<file path="config.mk">
export PLATFORM = sky130hd
export DESIGN_NAME = rxring_dma
export DESIGN_NICKNAME = d
export VERILOG_FILES = /design/src/rtl/rxr_pkg.sv /design/src/rtl/rxr_status_pack.sv /design/src/rtl/rxr_byte_lane.sv /design/src/rtl/rxr_desc_regs.sv /design/src/rtl/rxring_dma.sv
export SDC_FILE = /design/constraint.sdc
export NUM_CORES = 1
export LEC_CHECK = 0
export BUFFER_PORTS_ARGS = -buffer_cell sky130_fd_sc_hd__buf_2
export CORE_ASPECT_RATIO = 0.5
export CORE_UTILIZATION = 55
export DETAILED_ROUTE_END_ITERATION = 7
export HOLD_SLACK_MARGIN = 0.1
export PLACE_DENSITY = 0.77
export SYNTH_ARGS = -nofsm -noshare
export SYNTH_HDL_FRONTEND = slang
export SYNTH_HIERARCHICAL = 1
export SYNTH_SLANG_ARGS = --single-unit
</file>
<file path="constraint.sdc">
create_clock -name clk -period 3.5 [get_ports clk]
set_clock_uncertainty 0.2 [all_clocks]
set_input_delay 0.175 -clock clk [delete_from_list [all_inputs] [get_ports clk]]
set_output_delay 0.175 -clock clk [all_outputs]
set_load 0.05 [all_outputs]
</file>
<file path="src/rtl/rxr_pkg.sv">
package rxr_pkg;
    typedef enum logic [3:0] {
        S_IDLE,
        S_FETCH_ST,
        S_FETCH_CTL,
        S_FETCH_BUF,
        S_FETCH_NXT,
        S_READY,
        S_WRITE,
        S_CLOSE,
        S_STALL
    } rx_state_t;

    localparam int WORD_W     = 32;
    localparam int LANES      = WORD_W / 8;
    localparam int FLEN_W     = 12;
    localparam int ERR_W      = 5;
    localparam int ST_OWN     = 31;
    localparam int ST_LEN_LSB = 16;
    localparam int ST_MCAST   = 14;
    localparam int ST_BCAST   = 13;
    localparam int ST_UCAST   = 12;
    localparam int ST_FIRST   = 11;
    localparam int ST_LAST    = 10;
    localparam int ST_SUMMARY = 7;
    localparam int ST_ERR_LSB = 2;
    localparam int CT_IRQ     = 23;

    localparam logic [1:0] MATCH_NONE  = 2'd0;
    localparam logic [1:0] MATCH_OWN   = 2'd1;
    localparam logic [1:0] MATCH_BCAST = 2'd2;
    localparam logic [1:0] MATCH_MCAST = 2'd3;
endpackage

</file>
<file path="src/rtl/rxr_status_pack.sv">
module rxr_status_pack
    import rxr_pkg::*;
(
    input  logic                 first_seg,
    input  logic                 last_seg,
    input  logic [FLEN_W-1:0]    frame_len,
    input  logic [1:0]           match_code,
    input  logic [ERR_W-1:0]     err_flags,
    output logic [WORD_W-1:0]    status_word
);
    always_comb begin
        status_word = '0;
        status_word[ST_FIRST] = first_seg;
        status_word[ST_LAST]  = last_seg;
        if (last_seg) begin
            status_word[ST_LEN_LSB +: FLEN_W] = frame_len;
            status_word[ST_UCAST]   = (match_code == MATCH_OWN);
            status_word[ST_BCAST]   = (match_code == MATCH_BCAST);
            status_word[ST_MCAST]   = (match_code == MATCH_MCAST);
            status_word[ST_ERR_LSB +: ERR_W] = err_flags;
            status_word[ST_SUMMARY] = |err_flags;
        end
    end
endmodule

</file>
<file path="src/rtl/rxr_byte_lane.sv">
module rxr_byte_lane
    import rxr_pkg::*;
#(
    parameter int ADDR_W = 32,
    parameter int OFF_W  = 11
) (
    input  logic [ADDR_W-1:0] buf_ptr,
    input  logic [OFF_W-1:0]  offset,
    input  logic [7:0]        byte_in,
    output logic [ADDR_W-1:0] word_addr,
    output logic [LANES-1:0]  strobe,
    output logic [WORD_W-1:0] wdata
);
    localparam int SEL_W = $clog2(LANES);
    logic [ADDR_W-1:0] byte_addr;

    assign byte_addr = buf_ptr + ADDR_W'(offset);
    assign word_addr = {byte_addr[ADDR_W-1:SEL_W], {SEL_W{1'b0}}};

    for (genvar ln = 0; ln < LANES; ln++) begin : g_lane
        assign strobe[ln]          = (byte_addr[SEL_W-1:0] == SEL_W'(ln));
        assign wdata[8*ln +: 8]    = byte_in;
    end
endmodule

</file>
<file path="src/rtl/rxr_desc_regs.sv">
module rxr_desc_regs
    import rxr_pkg::*;
#(
    parameter int ADDR_W = 32,
    parameter int BSZ_W  = 11
) (
    input  logic               clk,
    input  logic               rst_n,
    input  logic               base_wr,
    input  logic [ADDR_W-1:0]  base_addr,
    input  logic               ld_ctl,
    input  logic               ld_buf,
    input  logic               ld_nxt,
    input  logic               advance,
    input  logic [WORD_W-1:0]  rdata,
    output logic [ADDR_W-1:0]  cur_ptr,
    output logic [ADDR_W-1:0]  buf_ptr,
    output logic [BSZ_W-1:0]   buf_size,
    output logic               irq_en
);
    logic [ADDR_W-1:0] link_ptr;
    wire unused_ctl_bits = ^{rdata[WORD_W-1:CT_IRQ+1], rdata[CT_IRQ-1:BSZ_W]};

    always_ff @(posedge clk or negedge rst_n) begin
        if (!rst_n) begin
            cur_ptr  <= '0;
            buf_ptr  <= '0;
            link_ptr <= '0;
            buf_size <= '0;
            irq_en   <= 1'b0;
        end else begin
            if (base_wr) begin
                cur_ptr <= base_addr;
            end else if (advance) begin
                cur_ptr <= link_ptr;
            end
            if (ld_ctl) begin
                buf_size <= rdata[BSZ_W-1:0];
                irq_en   <= rdata[CT_IRQ];
            end
            if (ld_buf) buf_ptr  <= ADDR_W'(rdata);
            if (ld_nxt) link_ptr <= ADDR_W'(rdata);
        end
    end
endmodule

</file>
<file path="src/rtl/rxring_dma.sv">
module rxring_dma
    import rxr_pkg::*;
#(
    parameter int ADDR_W = 32,
    parameter int BSZ_W  = 11
) (
    input  logic               clk,
    input  logic               rst_n,
    input  logic               base_wr,
    input  logic [ADDR_W-1:0]  base_addr,
    input  logic               poll_demand,
    input  logic               rx_valid,
    output logic               rx_ready,
    input  logic [7:0]         rx_data,
    input  logic               rx_last,
    input  logic [1:0]         rx_match,
    input  logic [4:0]         rx_err,
    output logic               mem_req,
    output logic               mem_we,
    output logic [ADDR_W-1:0]  mem_addr,
    output logic [31:0]        mem_wdata,
    output logic [3:0]         mem_wstrb,
    input  logic               mem_ack,
    input  logic [31:0]        mem_rdata,
    output logic               buf_unavail,
    output logic               rx_irq
);
    localparam logic [ADDR_W-1:0] OFS_CTL = ADDR_W'(4);
    localparam logic [ADDR_W-1:0] OFS_BUF = ADDR_W'(8);
    localparam logic [ADDR_W-1:0] OFS_NXT = ADDR_W'(12);

    rx_state_t state, state_nx;

    logic [BSZ_W-1:0]   seg_off;
    logic [FLEN_W-1:0]  frm_len;
    logic               first_seg;
    logic               mid_frame;
    logic               poll_pend;
    logic               owned_ok;
    logic               close_last;
    logic [7:0]         byte_q;
    logic               last_q;
    logic [1:0]         match_q;
    logic [ERR_W-1:0]   err_q;

    logic [ADDR_W-1:0]  cur_ptr, buf_ptr, lane_addr;
    logic [BSZ_W-1:0]   buf_size;
    logic               irq_en;
    logic [LANES-1:0]   lane_strb;
    logic [WORD_W-1:0]  lane_data, status_word;
    logic               seg_full;
    logic               acked;

    assign acked    = mem_req && mem_ack;
    assign seg_full = ({1'b0, seg_off} + 1'b1) == {1'b0, buf_size};

    rxr_desc_regs #(.ADDR_W(ADDR_W), .BSZ_W(BSZ_W)) u_desc (
        .clk       (clk),
        .rst_n     (rst_n),
        .base_wr   (base_wr),
        .base_addr (base_addr),
        .ld_ctl    (state == S_FETCH_CTL && acked),
        .ld_buf    (state == S_FETCH_BUF && acked),
        .ld_nxt    (state == S_FETCH_NXT && acked),
        .advance   (state == S_CLOSE && acked),
        .rdata     (mem_rdata),
        .cur_ptr   (cur_ptr),
        .buf_ptr   (buf_ptr),
        .buf_size  (buf_size),
        .irq_en    (irq_en)
    );

    rxr_byte_lane #(.ADDR_W(ADDR_W), .OFF_W(BSZ_W)) u_lane (
        .buf_ptr   (buf_ptr),
        .offset    (seg_off),
        .byte_in   (byte_q),
        .word_addr (lane_addr),
        .strobe    (lane_strb),
        .wdata     (lane_data)
    );

    rxr_status_pack u_pack (
        .first_seg   (first_seg),
        .last_seg    (close_last),
        .frame_len   (frm_len),
        .match_code  (match_q),
        .err_flags   (err_q),
        .status_word (status_word)
    );

    // state register
    always_ff @(posedge clk or negedge rst_n) begin
        if (!rst_n) state <= S_IDLE;
        else        state <= state_nx;
    end

    // next-state logic
    always_comb begin
        state_nx = state;
        unique case (state)
            S_IDLE:      state_nx = S_IDLE;
            S_FETCH_ST:  if (acked) state_nx = mem_rdata[ST_OWN] ? S_FETCH_CTL : S_STALL;
            S_FETCH_CTL: if (acked) state_nx = S_FETCH_BUF;
            S_FETCH_BUF: if (acked) state_nx = S_FETCH_NXT;
            S_FETCH_NXT: if (acked) state_nx = S_READY;
            S_READY:     if (rx_valid) state_nx = S_WRITE;
            S_WRITE:     if (acked) state_nx = (last_q || seg_full) ? S_CLOSE : S_READY;
            S_CLOSE:     if (acked) state_nx = S_FETCH_ST;
            S_STALL:     if (poll_pend && !mid_frame && !rx_valid) state_nx = S_FETCH_ST;
            default:     state_nx = S_IDLE;
        endcase
        if (base_wr) state_nx = S_FETCH_ST;
    end

    // frame and segment bookkeeping
    always_ff @(posedge clk or negedge rst_n) begin
        if (!rst_n) begin
            seg_off     <= '0;
            frm_len     <= '0;
            first_seg   <= 1'b1;
            mid_frame   <= 1'b0;
            poll_pend   <= 1'b0;
            owned_ok    <= 1'b0;
            close_last  <= 1'b0;
            byte_q      <= '0;
            last_q      <= 1'b0;
            match_q     <= MATCH_NONE;
            err_q       <= '0;
            buf_unavail <= 1'b0;
            rx_irq      <= 1'b0;
        end else begin
            rx_irq <= 1'b0;
            if (base_wr) begin
                seg_off     <= '0;
                frm_len     <= '0;
                first_seg   <= 1'b1;
                mid_frame   <= 1'b0;
                poll_pend   <= 1'b0;
                owned_ok    <= 1'b0;
                buf_unavail <= 1'b0;
            end else begin
                unique case (state)
                    S_FETCH_ST: if (acked) begin
                        owned_ok <= mem_rdata[ST_OWN];
                        if (!mem_rdata[ST_OWN]) buf_unavail <= 1'b1;
                    end
                    S_READY: if (rx_valid) begin
                        byte_q  <= rx_data;
                        last_q  <= rx_last;
                        match_q <= rx_match;
                        err_q   <= rx_err;
                    end
                    S_WRITE: if (acked) begin
                        seg_off    <= seg_off + 1'b1;
                        frm_len    <= frm_len + 1'b1;
                        mid_frame  <= !last_q;
                        close_last <= last_q;
                    end
                    S_CLOSE: if (acked) begin
                        seg_off  <= '0;
                        owned_ok <= 1'b0;
                        rx_irq   <= close_last && irq_en;
                        if (close_last) begin
                            frm_len   <= '0;
                            first_seg <= 1'b1;
                        end else begin
                            first_seg <= 1'b0;
                        end
                    end
                    S_STALL: begin
                        if (rx_valid) begin
                            mid_frame <= !rx_last;
                            if (rx_last) begin
                                frm_len   <= '0;
                                first_seg <= 1'b1;
                            end
                        end
                        if (poll_demand) begin
                            poll_pend   <= 1'b1;
                            buf_unavail <= 1'b0;
                        end
                        if (state_nx == S_FETCH_ST) poll_pend <= 1'b0;
                    end
                    default: ;
                endcase
            end
        end
    end

    // outputs
    always_comb begin
        mem_req   = 1'b0;
        mem_we    = 1'b0;
        mem_addr  = cur_ptr;
        mem_wdata = '0;
        mem_wstrb = '0;
        rx_ready  = 1'b0;
        unique case (state)
            S_IDLE:      rx_ready = 1'b1;
            S_FETCH_ST:  mem_req = 1'b1;
            S_FETCH_CTL: begin mem_req = 1'b1; mem_addr = cur_ptr + OFS_CTL; end
            S_FETCH_BUF: begin mem_req = 1'b1; mem_addr = cur_ptr + OFS_BUF; end
            S_FETCH_NXT: begin mem_req = 1'b1; mem_addr = cur_ptr + OFS_NXT; end
            S_READY:     rx_ready = 1'b1;
            S_WRITE: begin
                mem_req   = 1'b1;
                mem_we    = 1'b1;
                mem_addr  = lane_addr;
                mem_wdata = lane_data;
                mem_wstrb = lane_strb;
            end
            S_CLOSE: begin
                mem_req   = 1'b1;
                mem_we    = 1'b1;
                mem_wdata = status_word;
                mem_wstrb = '1;
            end
            S_STALL:     rx_ready = 1'b1;
            default: ;
        endcase
    end

    // a pending request keeps its address until acknowledged
    p_req_hold_r8: assert property (@(posedge clk) disable iff (!rst_n)
        (mem_req && !mem_ack && !base_wr) |=> (mem_req && $stable(mem_addr)));

    // one byte lane per data write
    p_one_lane_r8: assert property (@(posedge clk) disable iff (!rst_n)
        (mem_req && state == S_WRITE) |-> $countones(mem_wstrb) == 1);

    // data is written only into a descriptor read as owned
    p_fill_owned_r3: assert property (@(posedge clk) disable iff (!rst_n)
        (state == S_WRITE) |-> owned_ok);

    // written-back status never keeps the ownership bit
    p_release_r3: assert property (@(posedge clk) disable iff (!rst_n)
        (state == S_CLOSE && mem_req) |-> !mem_wdata[ST_OWN]);

    // the unavailable flag drops only on poll or base write
    p_unavail_clear_r11: assert property (@(posedge clk) disable iff (!rst_n)
        $fell(buf_unavail) |-> $past(poll_demand || base_wr));

    // no memory traffic while stalled
    p_stall_quiet_r11: assert property (@(posedge clk) disable iff (!rst_n)
        (state == S_STALL) |-> !mem_req);

    // interrupt follows a completed status write
    p_irq_origin_r12: assert property (@(posedge clk) disable iff (!rst_n)
        rx_irq |-> $past(state == S_CLOSE && mem_ack));
endmodule

</file>
# Yosys cells after proc, flatten, opt, wreduce, memory -nomap -nowiden
# Cells that the tools add are included.
# Widths: inputs -> output; s select.
[word_totals] ff_bits=157 elab_cells=141
[classes] addsub=7 n_eq_ne=24 n_mux=56 bitwise=1 n_reduce_logical=35
[ops] op="$pmux 32 s4" count=1
[ops] op="$mux 12" count=7
[ops] op="$add 32x4->32 const B" count=2
[ops] op="$mux 32" count=2
[ops] op="$pmux 32 s2" count=1
[ops] op="$mux 4" count=10
[ops] op="$pmux 12 s3" count=1
[ops] op="$mux 11" count=3
[ops] op="$add 32x11->32" count=1
[ops] op="$add 32x3->32 const B" count=1
[ops] op="$pmux 4 s8" count=1
[ops] op="$ne 3x3->1 const B" count=8
[ops] op="$mux 1" count=22
[ops] op="$pmux 11 s2" count=1
[ops] op="$eq 4x3->1 const B" count=4
[ops] op="$reduce_bool 3->1" count=5
[ops] op="$add 11x1->12 const B" count=1
[ops] op="$add 12x1->12 const B" count=1
[ops] op="$eq 12x11->1" count=1
[ops] op="$reduce_and 3->1" count=4
[ops] op="$add 11x1->11 const B" count=1
[ops] op="$eq 2x2->1 const B" count=4
[ops] op="$eq 4x1->1 const B" count=2
[ops] op="$eq 4x2->1 const B" count=2
[ops] op="22 further kinds" count=37

# Logic depth before layout (Yosys ltp)
[depth] word_depth=11 mapped_depth=13 depth_no_buf=13

# By module
# The synthesis kept the hierarchy.
[by_module_without_submodules] mod="rxring_dma" n_inst=1 cells_each=683 area_each_um2=5144.9 seq_area_each_um2=1227.4
[by_module_without_submodules] mod="rxr_desc_regs" n_inst=1 cells_each=300 area_each_um2=4645.7 seq_area_each_um2=2702.6
[by_module_without_submodules] mod="rxr_byte_lane" n_inst=1 cells_each=174 area_each_um2=1229.9 seq_area_each_um2=0.0
[by_module_without_submodules] mod="rxr_status_pack" n_inst=1 cells_each=37 area_each_um2=239.0 seq_area_each_um2=0.0

# Worst setup path after synthesis
# OpenSTA, ideal clock, no wires.
[synth_timing] path_kind="register to output" startpoint="register state[0]" endpoint="output mem_addr[14]" t_arrival_ns=3.296 required_time_ns=3.125 slack_ns=-0.171 stages_incl_launch_ff=10 path_buffers=3 path_cell_list="dfrtp_1 -> buf_2 -> buf_2 -> buf_2 -> nor3_1 -> fa_1 -> nand3_1 -> nor3_2 -> a22oi_1 -> o311ai_1"
[synth_between] elab_chain_cells=2 elab_cells_between_ends=5
[synth_lines] element="start: declaration" line_no="rxring_dma.sv:32" source="rx_state_t state, state_nx;"
[synth_lines] element="start signal: assignment" line_no="rxring_dma.sv:94" source="else state <= state_nx;"
[synth_lines] element="$eq 4x3->1 or $eq 4x2->1 (tied branches)" line_no="rxring_dma.sv:198" source="unique case (state)"
[synth_lines] element="$pmux 32 s4 (*)" line_no="rxring_dma.sv:198"
[synth_lines] element="end: declaration" line_no="rxring_dma.sv:20" source="output logic [ADDR_W-1:0] mem_addr,"
# Every way passes the cells marked *; elsewhere a longest branch is shown, timed or not.

# Worst setup path after layout
[layout_timing] startpoint="register u_desc.buf_ptr[6]" endpoint="output mem_addr[19]"
[layout_between] elab_chain_cells=2
[layout_lines] element="start: declaration" line_no="rxr_desc_regs.sv:17" source="output logic [ADDR_W-1:0] buf_ptr,"
[layout_lines] element="start signal: assignment" line_no="rxr_desc_regs.sv:41" source="if (ld_buf) buf_ptr <= ADDR_W'(rdata);"
[layout_lines] element="$add 32x11->32" line_no="rxr_byte_lane.sv:17" source="assign byte_addr = buf_ptr + ADDR_W'(offset);"
[layout_lines] element="named net lane_addr[19]" line_no="rxring_dma.sv:46" source="logic [ADDR_W-1:0] cur_ptr, buf_ptr, lane_addr;"
[layout_lines] element="$pmux 32 s4" line_no="rxring_dma.sv:198"
# The timed path passes the listed nets, and every way through them passes these cells.

==> out/summary.txt <==
DRC: 0
Worst path cell trace: ha_4, a21oi_4, o21bai_1, a211o_1, a31oi_4, nor3_2, xor2_1, and3_1, o41ai_2, o311ai_2, buf_6
Total CTS buffers: 17
Initial antenna violation count: 1
Setup total negative slack: 0 ns
GRT Overall Usage: 30.6%
Hold Slack: 0.113 ns
Via density: 5.96
Combinational Power Share: 32.4%
Post-DP Area: 0.0118 sq mm
CP peak stage delay: 0.41 ns
Final #Nets: 1491
Area share of the largest cell type after synthesis: 34.7%
Via count: 9938
Worst Setup End Kind: primary output
PnR Total Power: 7.29 mW
Clock Latency Late Sink: 0.45 ns
GRT overflow: 0
Die span in y: 103 microns
Hpwl dp: 21400 microns
Clock power frac: 28.9%
Rel. slew slack: 39.4%
Clk sink count: 157
Pin count of the biggest net entering global routing: 72
RR Endpoint: seg_off[9]
Crit path required time: 3.12 ns
Reg2reg setup slack: 0.46 ns
Sw frac: 33.8%
Layout cell share with drive strength beyond 1: 28.8%
Final hold viol count: 0
H-tree depth: 4
1st-iter DRT viols: 758
Area Growth Syn to Fin: 22.4%
Clock transition at the registers of the reported paths: 0.06 ns
List of most frequent post-synthesis cells: dfrtp_1 (156), nand2_1 (128), nor2_1 (110)
Max Root-Sink Buffers: 2
#FFs+latches synth: 157
Antenna-violating nets left: 0
Vias in the first global route: 9231
Worst setup SP type: flop
Post-synthesis cell type count: 87
Critical-path top delay cell: dfrtp_1
Core area: 0.0198 sq mm
Row cnt: 36
Main synth FF type: dfrtp_1
Hold/Removal Path Class: in -> async
Tmin final: 3.49 ns
Post-route setup slack: 0.0135 ns
Pins Over Slew Limit: 0
Finished Cell Area: 0.0138 sq mm
Mapped Area: 0.0113 sq mm
Top-count cell post-synth: dfrtp_1
Slew @ Worst Pin: 0.908 ns
Largest cells by area after synthesis: dfrtp_1 (35%), mux2_4 (8.0%), mux2i_1 (6.0%)
Synth Instances: 1194
Fmax: 0.287 GHz
Place WS: 0.203 ns
Wire per inst: 19.4 microns
First-pass GRT wire length: 49900 microns
Gpl congestion: 0.921
Crit-path max FO: 5
Starting density of the core: 56.9%
First-pass detailed-route iteration total: 5
FF-to-FF Start: state[2]
Synth warn: 6
Leakage: 6.16 nW
Max VDD drop: 0.326 mV
NetSw: 2.47 mW
Cell area power density: 529 mW/mm^2
Status: completed
Post-Route WL: 32400 microns
Total Die Area: 0.0211 sq mm
Yosys top cell by area: dfrtp_1
Syn Area/Cell: 9.43 sq um
Seq/Total Area, Yosys: 34.9%
RSZ-0062 raised after global routing: yes
Die X: 204 microns
Sequential power share: 38.7%
Synth async-reset ratio: 100%
P_int: 4.82 mW
R2R cell count: 8
CTS tree: yes
I/O Buffers: 158
Setup-failing EPs final: 0
Fin crit share: 99.6%
Max cap viols: 0
CTS root buf: clkbuf_16
Worst Path Class, Setup: reg -> out
IO Pins: 159
Post-synth EDFFs: 0
CP Data Arrival Time: 3.11 ns
## power groups by stage
stage | Sequential, mW | Combinational (mW) | Clock [mW]
6_report | 2.82 | 2.36 | 2.11
5_1_grt | 2.87 | 2.54 | 2.22
4_1_cts | 2.79 | 2.24 | 2.14
3_5_place_dp | 2.80 | 2.10 | 0
3_3_place_gp | 2.78 | 2.06 | 0
2_1_floorplan | 2.61 | 1.89 | 0
## through the flow
stage	utilization (%)	cells
floorplan	-	1203
global placement	59.8	1535
detailed placement	59.8	1535
CTS	68.3	1655
global route	69.7	1667
finish	69.7	1668
## worst max path at each step
| stage | from | end | slack [ns] | depth (start not counted) |
|---|---|---|---|---|
| detailed placement | seg_off[6] | mem_addr[23] | 0.20 | 11 |
| global placement | seg_off[6] | mem_addr[23] | 0.28 | 11 |
| global route | seg_off[8] | mem_addr[31] | -0.06 | 11 |
| CTS | seg_off[6] | mem_addr[23] | -0.02 | 11 |
| floorplan | state[0] | mem_addr[10] | 0.02 | 9 |
| finish | u_desc/buf_ptr[6] | mem_addr[19] | 0.01 | 11 |
## final cells by class
cell class / count / area (sq um)
clock buffers: 20 / 447
flip-flops and latches: 157 / 3940
multi-input cells: 913 / 6730
clock inverters: 12 / 216
inverters: 10 / 37.5
diodes: 1 / 2.50
repair buffers: 289 / 2080
well taps: 266 / 333
fillers: 1455 / 5990
## cells in the final DEF, fill, tap and decap left out, drive strengths merged, types with 4 or more instances in the layout
cell type,n
or2,6
nand3,43
clkinv,5
a221o,6
dfrtp,156
dlygate4sd3,86
a22oi,10
nand2b,5
mux2i,67
buf,203
xor2,30
conb,11
bufinv,6
inv,10
ha,15
nor2b,9
a31oi,12
and3,19
o22ai,5
nor4,12
a21o,5
o21ai,97
nor2,111
xnor2,31
a221oi,4
and2,22
clkbuf,20
nor3,28
a21oi,54
mux2,95
nand4,25
o31ai,8
nand2,129
## logic make-up (layout without fill, tap and decap cells)
group                    count (synthesis)  in the layout  share of synthesized area (%)
adder cells (fa/ha/maj)                 17             17                           2.02
other                                    2             12                         0.0667
multiplexers                           162            162                           17.5
buffers and inverters                  133            331                           8.29
AND/OR/NAND/NOR                        426            426                           19.5
AO/OA/AOI/OAI                          236            236                           13.0
XOR/XNOR                                61             61                           4.74
flip-flops                             157            157                           34.9
## registers in the layout (all words and copies together), names as in the netlist, 2 cells and up
signal           cells
u_desc/link_ptr     32
u_desc/buf_ptr      32
u_desc/cur_ptr      32
frm_len             12
seg_off             11
byte_q               8
match_q              2
state                4
u_desc/buf_size     11
err_q                5
## critical path, delay by kind of cell (launching register included)
family	cells	cell delay [ns]
xor gates and xnor gates	1	0.14
AOI/OAI and AO/OA	6	1.36
buffers and inverters	1	0.19
DFF	1	0.41
and+or+nand+nor	2	0.27
adders and majority gates	1	0.28
## layer usage
layer  up-vias  global-route usage [%]  routed length [microns]
met5         -                       0                        0
met4         0                    11.1                      690
met3        65                    6.11                     2190
met2       428                    48.5                    15100
met1      4856                    41.9                    14400
li1       4589                       -                        -
## what timing repair did
action                                  in CTS  in global routing
pin swaps                                    9                 20
hold buffers                                86                  0
setup buffers                                2                 12
endpoints found under the hold margin      260                  0
endpoints found under the setup margin      19                 20
gates resized for setup                     30                 36
Note: power is estimated with default switching activity, not from simulation.
